### src/rtl/irq_hub_pkg.sv
package irq_hub_pkg;

    // Service rank: 0 = idle, then low, high, non-maskable
    typedef logic [1:0] rank_t;

    localparam rank_t RANK_NONE = 2'd0;
    localparam rank_t RANK_LO   = 2'd1;
    localparam rank_t RANK_HI   = 2'd2;
    localparam rank_t RANK_NMI  = 2'd3;

    localparam int NUM_RANKS = 3;

endpackage

### src/rtl/irq_hub_pick.sv
// Priority resolver: picks the request to offer from the current state
module irq_hub_pick
    import irq_hub_pkg::*;
#(
    parameter int N_SRC = 8,
    parameter int IDX_W = $clog2(N_SRC + 1)
) (
    input  logic [N_SRC-1:0] req,
    input  logic [N_SRC-1:0] prio,
    input  logic             nmi_req,
    input  logic             ie,
    input  rank_t            cur_rank,
    output logic             valid,
    output logic [IDX_W-1:0] vec,
    output rank_t            rank
);

    logic             hi_hit;
    logic             lo_hit;
    logic [IDX_W-1:0] hi_idx;
    logic [IDX_W-1:0] lo_idx;

    // Scan downward so the lowest index is written last
    always_comb begin
        hi_hit = 1'b0;
        lo_hit = 1'b0;
        hi_idx = '0;
        lo_idx = '0;
        for (int i = N_SRC - 1; i >= 0; i--) begin
            if (req[i] && prio[i]) begin
                hi_hit = 1'b1;
                hi_idx = IDX_W'(i);
            end
            if (req[i] && !prio[i]) begin
                lo_hit = 1'b1;
                lo_idx = IDX_W'(i);
            end
        end
    end

    always_comb begin
        valid = 1'b0;
        vec   = '0;
        rank  = RANK_NONE;
        if (nmi_req && cur_rank != RANK_NMI) begin
            valid = 1'b1;
            vec   = IDX_W'(N_SRC);
            rank  = RANK_NMI;
        end else if (ie && hi_hit && cur_rank < RANK_HI) begin
            valid = 1'b1;
            vec   = hi_idx;
            rank  = RANK_HI;
        end else if (ie && lo_hit && cur_rank < RANK_LO) begin
            valid = 1'b1;
            vec   = lo_idx;
            rank  = RANK_LO;
        end
    end

endmodule

### src/rtl/irq_hub_nest.sv
// In-service record: one active bit and one saved-enable bit per rank
module irq_hub_nest
    import irq_hub_pkg::*;
(
    input  logic  clk,
    input  logic  rst_n,
    input  logic  push,
    input  rank_t push_rank,
    input  logic  push_ie,
    input  logic  pop,
    output rank_t cur_rank,
    output logic  pop_ie
);

    typedef struct packed {
        logic [NUM_RANKS-1:0] act;
        logic [NUM_RANKS-1:0] sav;
    } nest_t;

    nest_t nest_d, nest_q;

    // Innermost level = highest active rank
    always_comb begin
        cur_rank = RANK_NONE;
        pop_ie   = 1'b0;
        for (int k = 0; k < NUM_RANKS; k++) begin
            if (nest_q.act[k]) begin
                cur_rank = rank_t'(k + 1);
                pop_ie   = nest_q.sav[k];
            end
        end
    end

    always_comb begin
        nest_d = nest_q;
        for (int k = 0; k < NUM_RANKS; k++) begin
            if (push && push_rank == rank_t'(k + 1)) begin
                nest_d.act[k] = 1'b1;
                nest_d.sav[k] = push_ie;
            end else if (!push && pop && cur_rank == rank_t'(k + 1)) begin
                nest_d.act[k] = 1'b0;
            end
        end
    end

    always_ff @(posedge clk or negedge rst_n) begin
        if (!rst_n) begin
            nest_q <= '0;
        end else begin
            nest_q <= nest_d;
        end
    end

endmodule

### src/rtl/irq_hub.sv
// Interrupt dispatcher top: pending bits, mask, priority, enable
module irq_hub
    import irq_hub_pkg::*;
#(
    parameter  int N_SRC = 8,
    localparam int IDX_W = $clog2(N_SRC + 1)
) (
    input  logic             clk,
    input  logic             rst_n,
    input  logic [N_SRC-1:0] src_pulse,
    input  logic             nmi_pulse,
    input  logic [N_SRC-1:0] sw_set,
    input  logic [N_SRC-1:0] sw_clr,
    input  logic             mask_wr,
    input  logic [N_SRC-1:0] mask_wdata,
    input  logic             prio_wr,
    input  logic [N_SRC-1:0] prio_wdata,
    input  logic             ie_set,
    input  logic             ie_clr,
    output logic             irq_valid,
    output logic [IDX_W-1:0] irq_vec,
    input  logic             irq_ack,
    input  logic             reti,
    output logic             wake,
    output logic             ie_o,
    output logic [N_SRC:0]   pend
);

    typedef struct packed {
        logic [N_SRC-1:0] flag;
        logic             nmi;
        logic [N_SRC-1:0] mask;
        logic [N_SRC-1:0] prio;
        logic             ie;
    } hub_t;

    hub_t st_d, st_q;

    logic             offer_valid;
    logic [IDX_W-1:0] offer_vec;
    rank_t            offer_rank;
    rank_t            cur_rank;
    logic             pop_ie;
    logic             take;
    logic             pop;
    logic [N_SRC-1:0] live_req;

    assign live_req = st_q.flag & ~st_q.mask;
    assign take     = irq_ack & offer_valid;
    assign pop      = reti & ~take;

    irq_hub_pick #(
        .N_SRC(N_SRC),
        .IDX_W(IDX_W)
    ) u_pick (
        .req     (live_req),
        .prio    (st_q.prio),
        .nmi_req (st_q.nmi),
        .ie      (st_q.ie),
        .cur_rank(cur_rank),
        .valid   (offer_valid),
        .vec     (offer_vec),
        .rank    (offer_rank)
    );

    irq_hub_nest u_nest (
        .clk      (clk),
        .rst_n    (rst_n),
        .push     (take),
        .push_rank(offer_rank),
        .push_ie  (st_q.ie),
        .pop      (pop),
        .cur_rank (cur_rank),
        .pop_ie   (pop_ie)
    );

    always_comb begin
        st_d = st_q;

        // Pending bits: clears first, sets last so a set wins
        for (int i = 0; i < N_SRC; i++) begin
            if (sw_clr[i]) begin
                st_d.flag[i] = 1'b0;
            end
            if (take && offer_vec == IDX_W'(i)) begin
                st_d.flag[i] = 1'b0;
            end
            if (sw_set[i] || src_pulse[i]) begin
                st_d.flag[i] = 1'b1;
            end
        end
        if (take && offer_vec == IDX_W'(N_SRC)) begin
            st_d.nmi = 1'b0;
        end
        if (nmi_pulse) begin
            st_d.nmi = 1'b1;
        end

        if (mask_wr) begin
            st_d.mask = mask_wdata;
        end
        if (prio_wr) begin
            st_d.prio = prio_wdata;
        end

        // Global enable: acknowledge and return override core writes
        if (ie_set) begin
            st_d.ie = 1'b1;
        end
        if (ie_clr) begin
            st_d.ie = 1'b0;
        end
        if (take) begin
            st_d.ie = 1'b0;
        end else if (pop && cur_rank != RANK_NONE) begin
            st_d.ie = pop_ie;
        end
    end

    always_ff @(posedge clk or negedge rst_n) begin
        if (!rst_n) begin
            st_q.flag <= '0;
            st_q.nmi  <= 1'b0;
            st_q.mask <= '1;
            st_q.prio <= '0;
            st_q.ie   <= 1'b0;
        end else begin
            st_q <= st_d;
        end
    end

    assign irq_valid = offer_valid;
    assign irq_vec   = offer_vec;
    assign wake      = (|live_req) | st_q.nmi;
    assign ie_o      = st_q.ie;
    assign pend      = {st_q.nmi, st_q.flag};

endmodule

### config.mk
export PLATFORM = sky130hd
export DESIGN_NAME = irq_hub
export DESIGN_NICKNAME = d
export VERILOG_FILES = /design/src/rtl/irq_hub_pkg.sv /design/src/rtl/irq_hub_pick.sv /design/src/rtl/irq_hub_nest.sv /design/src/rtl/irq_hub.sv
export SDC_FILE = /design/constraint.sdc
export NUM_CORES = 1
export LEC_CHECK = 0
export CAP_MARGIN = 10
export CORE_ASPECT_RATIO = 0.9
export CORE_MARGIN = 1.5
export CORE_UTILIZATION = 49
export CTS_CLUSTER_DIAMETER = 60
export DETAILED_ROUTE_END_ITERATION = 10
export PLACE_DENSITY = 0.84
export SLEW_MARGIN = 10
export SYNTH_ARGS = -nofsm -noshare
export SYNTH_HDL_FRONTEND = slang
export SYNTH_SLANG_ARGS = --single-unit
export TNS_END_PERCENT = 30
### constraint.sdc
create_clock -name clk -period 7.2 [get_ports clk]
set_input_delay 1.44 -clock clk [delete_from_list [all_inputs] [get_ports clk]]
set_output_delay 1.44 -clock clk [all_outputs]
set_load 0.01 [all_outputs]
==> metrics.txt <==
R2R setup slack 4.53 ns; CP most frequent cell nor2_1; post-synthesis simple-gate area fraction roughly 26%; CTS tree built; ys async rst share between 90% and 100%; XOR/XNOR Fraction of Synth Area 0%; register area share after synthesis about two fifths; CTS root buf clkbuf_8; adder-cell area share of the yosys netlist 0%; top-level port count 65; Area Overhead vs Synth 37.3%; Yosys reg bits 32; Initial DRC Count 130; number of synthesized flops with an enable pin 0; Total GRT Usage around a quarter; RSZ-0062 raised after global routing no; hold worst-path end u_nest.nest_q[0]$_DFFE_PN0P_; Core Area roughly 3800 um^2; Final GP Congestion ~0.88; CP arrival ~2.9 ns; die area ~4400 um^2; f_max between 200 and 250 MHz; mux contribution to synthesized area 9.19%; Slew HR between 60 and 70%; crit start category flip-flop; clk_skew about 0.0070 ns; met1 WL between 2000 and 2500 um; GRT overflow 0; Final setup viols 0; post-synthesis net count roughly 250; worst reg2reg startpoint st_q[14]$_DFFE_PN1P_; Slew Viols, Final 0; min-delay worst type flip-flop to flip-flop; Critical Path Fanout Max 9; setup TNS 0 ns; synthesized area just under 2000 um^2; Syn Inst Count slightly below 200; initial antenna violation count 0; part of the cycle the worst path needs roughly three fifths; largest family of logic cells by synthesized area simple AND/OR/NAND/NOR gates; VDD IR max 150 uV; post-synth cell types between 50 and 60; Post-CTS Setup Bufs 0; worst stage delay on the critical path between 0.5 and 0.6 ns; final hold viol count 0; FF+latch area 811 um^2; FF-to-FF path depth 6; DR WL met2 approximately 2100 um; Die Y about 63 um; post-route ant nets 0; post-DP HPWL 3620 um; initial core utilization about half; routed len/inst ~16 um; DR DRC count 0; status finished clean; critical path class flip-flop to output pin; Max Cap Viol 0; PortBufs 64; row cnt 21; first-pass GRT wire length roughly 8200 um; Data required, critical path ~5.8 ns; worst reg2reg endpoint pend[7]$_DFFE_PN0P_; multi-input logic area 1030 um^2; TritonRoute pass-1 iters 4; CTS Buffer Depth 2; crit end category output pin; Min-Delay Path Depth 1; HP Start u_nest.nest_q[0]$_DFFE_PN0P_; Leak Pwr 0.00106 uW; largest net degree at the start of global routing 33; # H-tree levels 2; Max Used Layer met4; tightest hold margin 0.473 ns; Primary FF master, synth dfrtp_1; Synth Warn # 0; filler cell count just over 300; CTS Buf Count 5; critical path cell sequence nand3b_1 -> nand4_2 -> o311ai_4 -> nor4b_1 -> nor2_1 -> nor2_1 -> clkdlybuf4s50_1; # hold bufs at CTS 0; Via density 5.84; Critical Path Slowest Stage Cell dfstp_2; post_cts resized 0; worst-skew pair later-pin latency 0.29 ns; Mapped Avg Cell Area roughly 10 um^2; final WL 4790 um; width of the die 69.7 um; Clock Pin Slew Worst Setup and Hold Paths 0.07 ns; Detail Route met3 WL around 290 um; clock sink total 32; post-layout minimum cycle time about 4.4 ns; Power Density ~250 nW/um^2; Total Nets Final about 310; Slew @ Worst Pin about 0.47 ns; vias in the first global route roughly 1800; fraction of layout cells with a size suffix above 1 between 10% and 20%; post-synthesis compound-gate area fraction ~17%; Via Count 1770; number of antenna diodes 0
-- cell usage after synthesis (7+ instances only) --
library cell | count | area (um^2)
nor3b_1 | 7 | 52.6
nand2b_1 | 11 | 68.8
nand3b_1 | 8 | 60.1
dfrtp_1 | 24 | 601
nor2_1 | 19 | 71.3
dfstp_2 | 8 | 210
inv_1 | 10 | 37.5
mux2_2 | 16 | 180
nand2_1 | 7 | 26.3
buf_4 | 9 | 67.6
a21oi_1 | 10 | 50.1
-- layer usage --
layer	up-vias	GRT usage (%)
li1	837	-
met5	-	0
met2	79	36.1
met1	841	32.0
met4	0	10.3
met3	13	6.13
-- final cells by class --
type	count	area share, %
timing repair buffer	65	24.1
multi-input combinational	142	38.1
clock buffer	5	2.56
sequential	32	30.1
clock inverter	3	1.58
inverter	10	1.39
tap	46	2.14
-- cell usage in the layout, fill, tap and decap left out, types with 3 or more instances in the layout --
cell type        netlist  routed
clkdlybuf4s50_1        0      64
nor3_1                 5       5
nor3b_1                7       7
nand2_1                7       7
inv_1                 10      10
a21oi_1               10      10
a2111oi_0              3       3
mux2_2                16      16
o21ai_0                5       5
clkbuf_8               0       5
dfstp_2                8       8
nand2b_1              11      11
dfrtp_1               24      24
nand3b_1               8       8
a31oi_1                3       3
nor2_1                19      19
nor4_1                 3       3
or2_2                  4       4
-- through the flow --
step	setup slack, ns	util [%]	area [um^2]	power [uW]	cells
2_1_floorplan	3.95	-	1960	403	196
3_3_place_gp	3.30	68.2	2580	485	295
3_5_place_dp	3.21	68.2	2580	493	295
4_1_cts	2.88	71.1	2690	666	303
5_1_grt	2.65	71.1	2690	702	303
6_report	2.85	71.1	2690	665	303
-- registers in the layout, indices dropped and copies added, names as in the netlist --
register and flops:
u_nest.nest_q 6, pend 9, ie_o 1, st_q 16
-- power by group --
group	leakage (uW)	total (uW)	switching (uW)	internal (uW)
combinational	0.000651	240	116	124
clock	0.0000541	172	69.5	102
sequential	0.000350	253	39.9	213
total	0.00106	665	225	440
-- how the worst max path moves through the flow --
| stage | end | start | slack (ns) | cells past startpoint |
|---|---|---|---|---|
| finish | irq_vec[0] | st_q[14]$_DFFE_PN1P_ | 2.85 | 7 |
| global route | irq_vec[0] | st_q[14]$_DFFE_PN1P_ | 2.65 | 7 |
| CTS | irq_vec[0] | st_q[14]$_DFFE_PN1P_ | 2.88 | 7 |
| detailed placement | irq_vec[0] | st_q[14]$_DFFE_PN1P_ | 3.21 | 7 |
| global placement | irq_vec[0] | st_q[14]$_DFFE_PN1P_ | 3.30 | 7 |
| floorplan | irq_vec[0] | st_q[14]$_DFFE_PN1P_ | 3.95 | 6 |
-- worst max-delay path, delay by kind of cell, from the launching register on --
family	cells	cell delay, ns
compound gates	1	0.45
buf+inv	1	0.54
flops	1	0.54
simple gates	5	1.10
-- cells by family after synthesis --
group	count (synthesis)
buf+inv	22
flops	32
simple gates	80
mux	16
compound gates	46
Power figures use the tool's default switching activity.
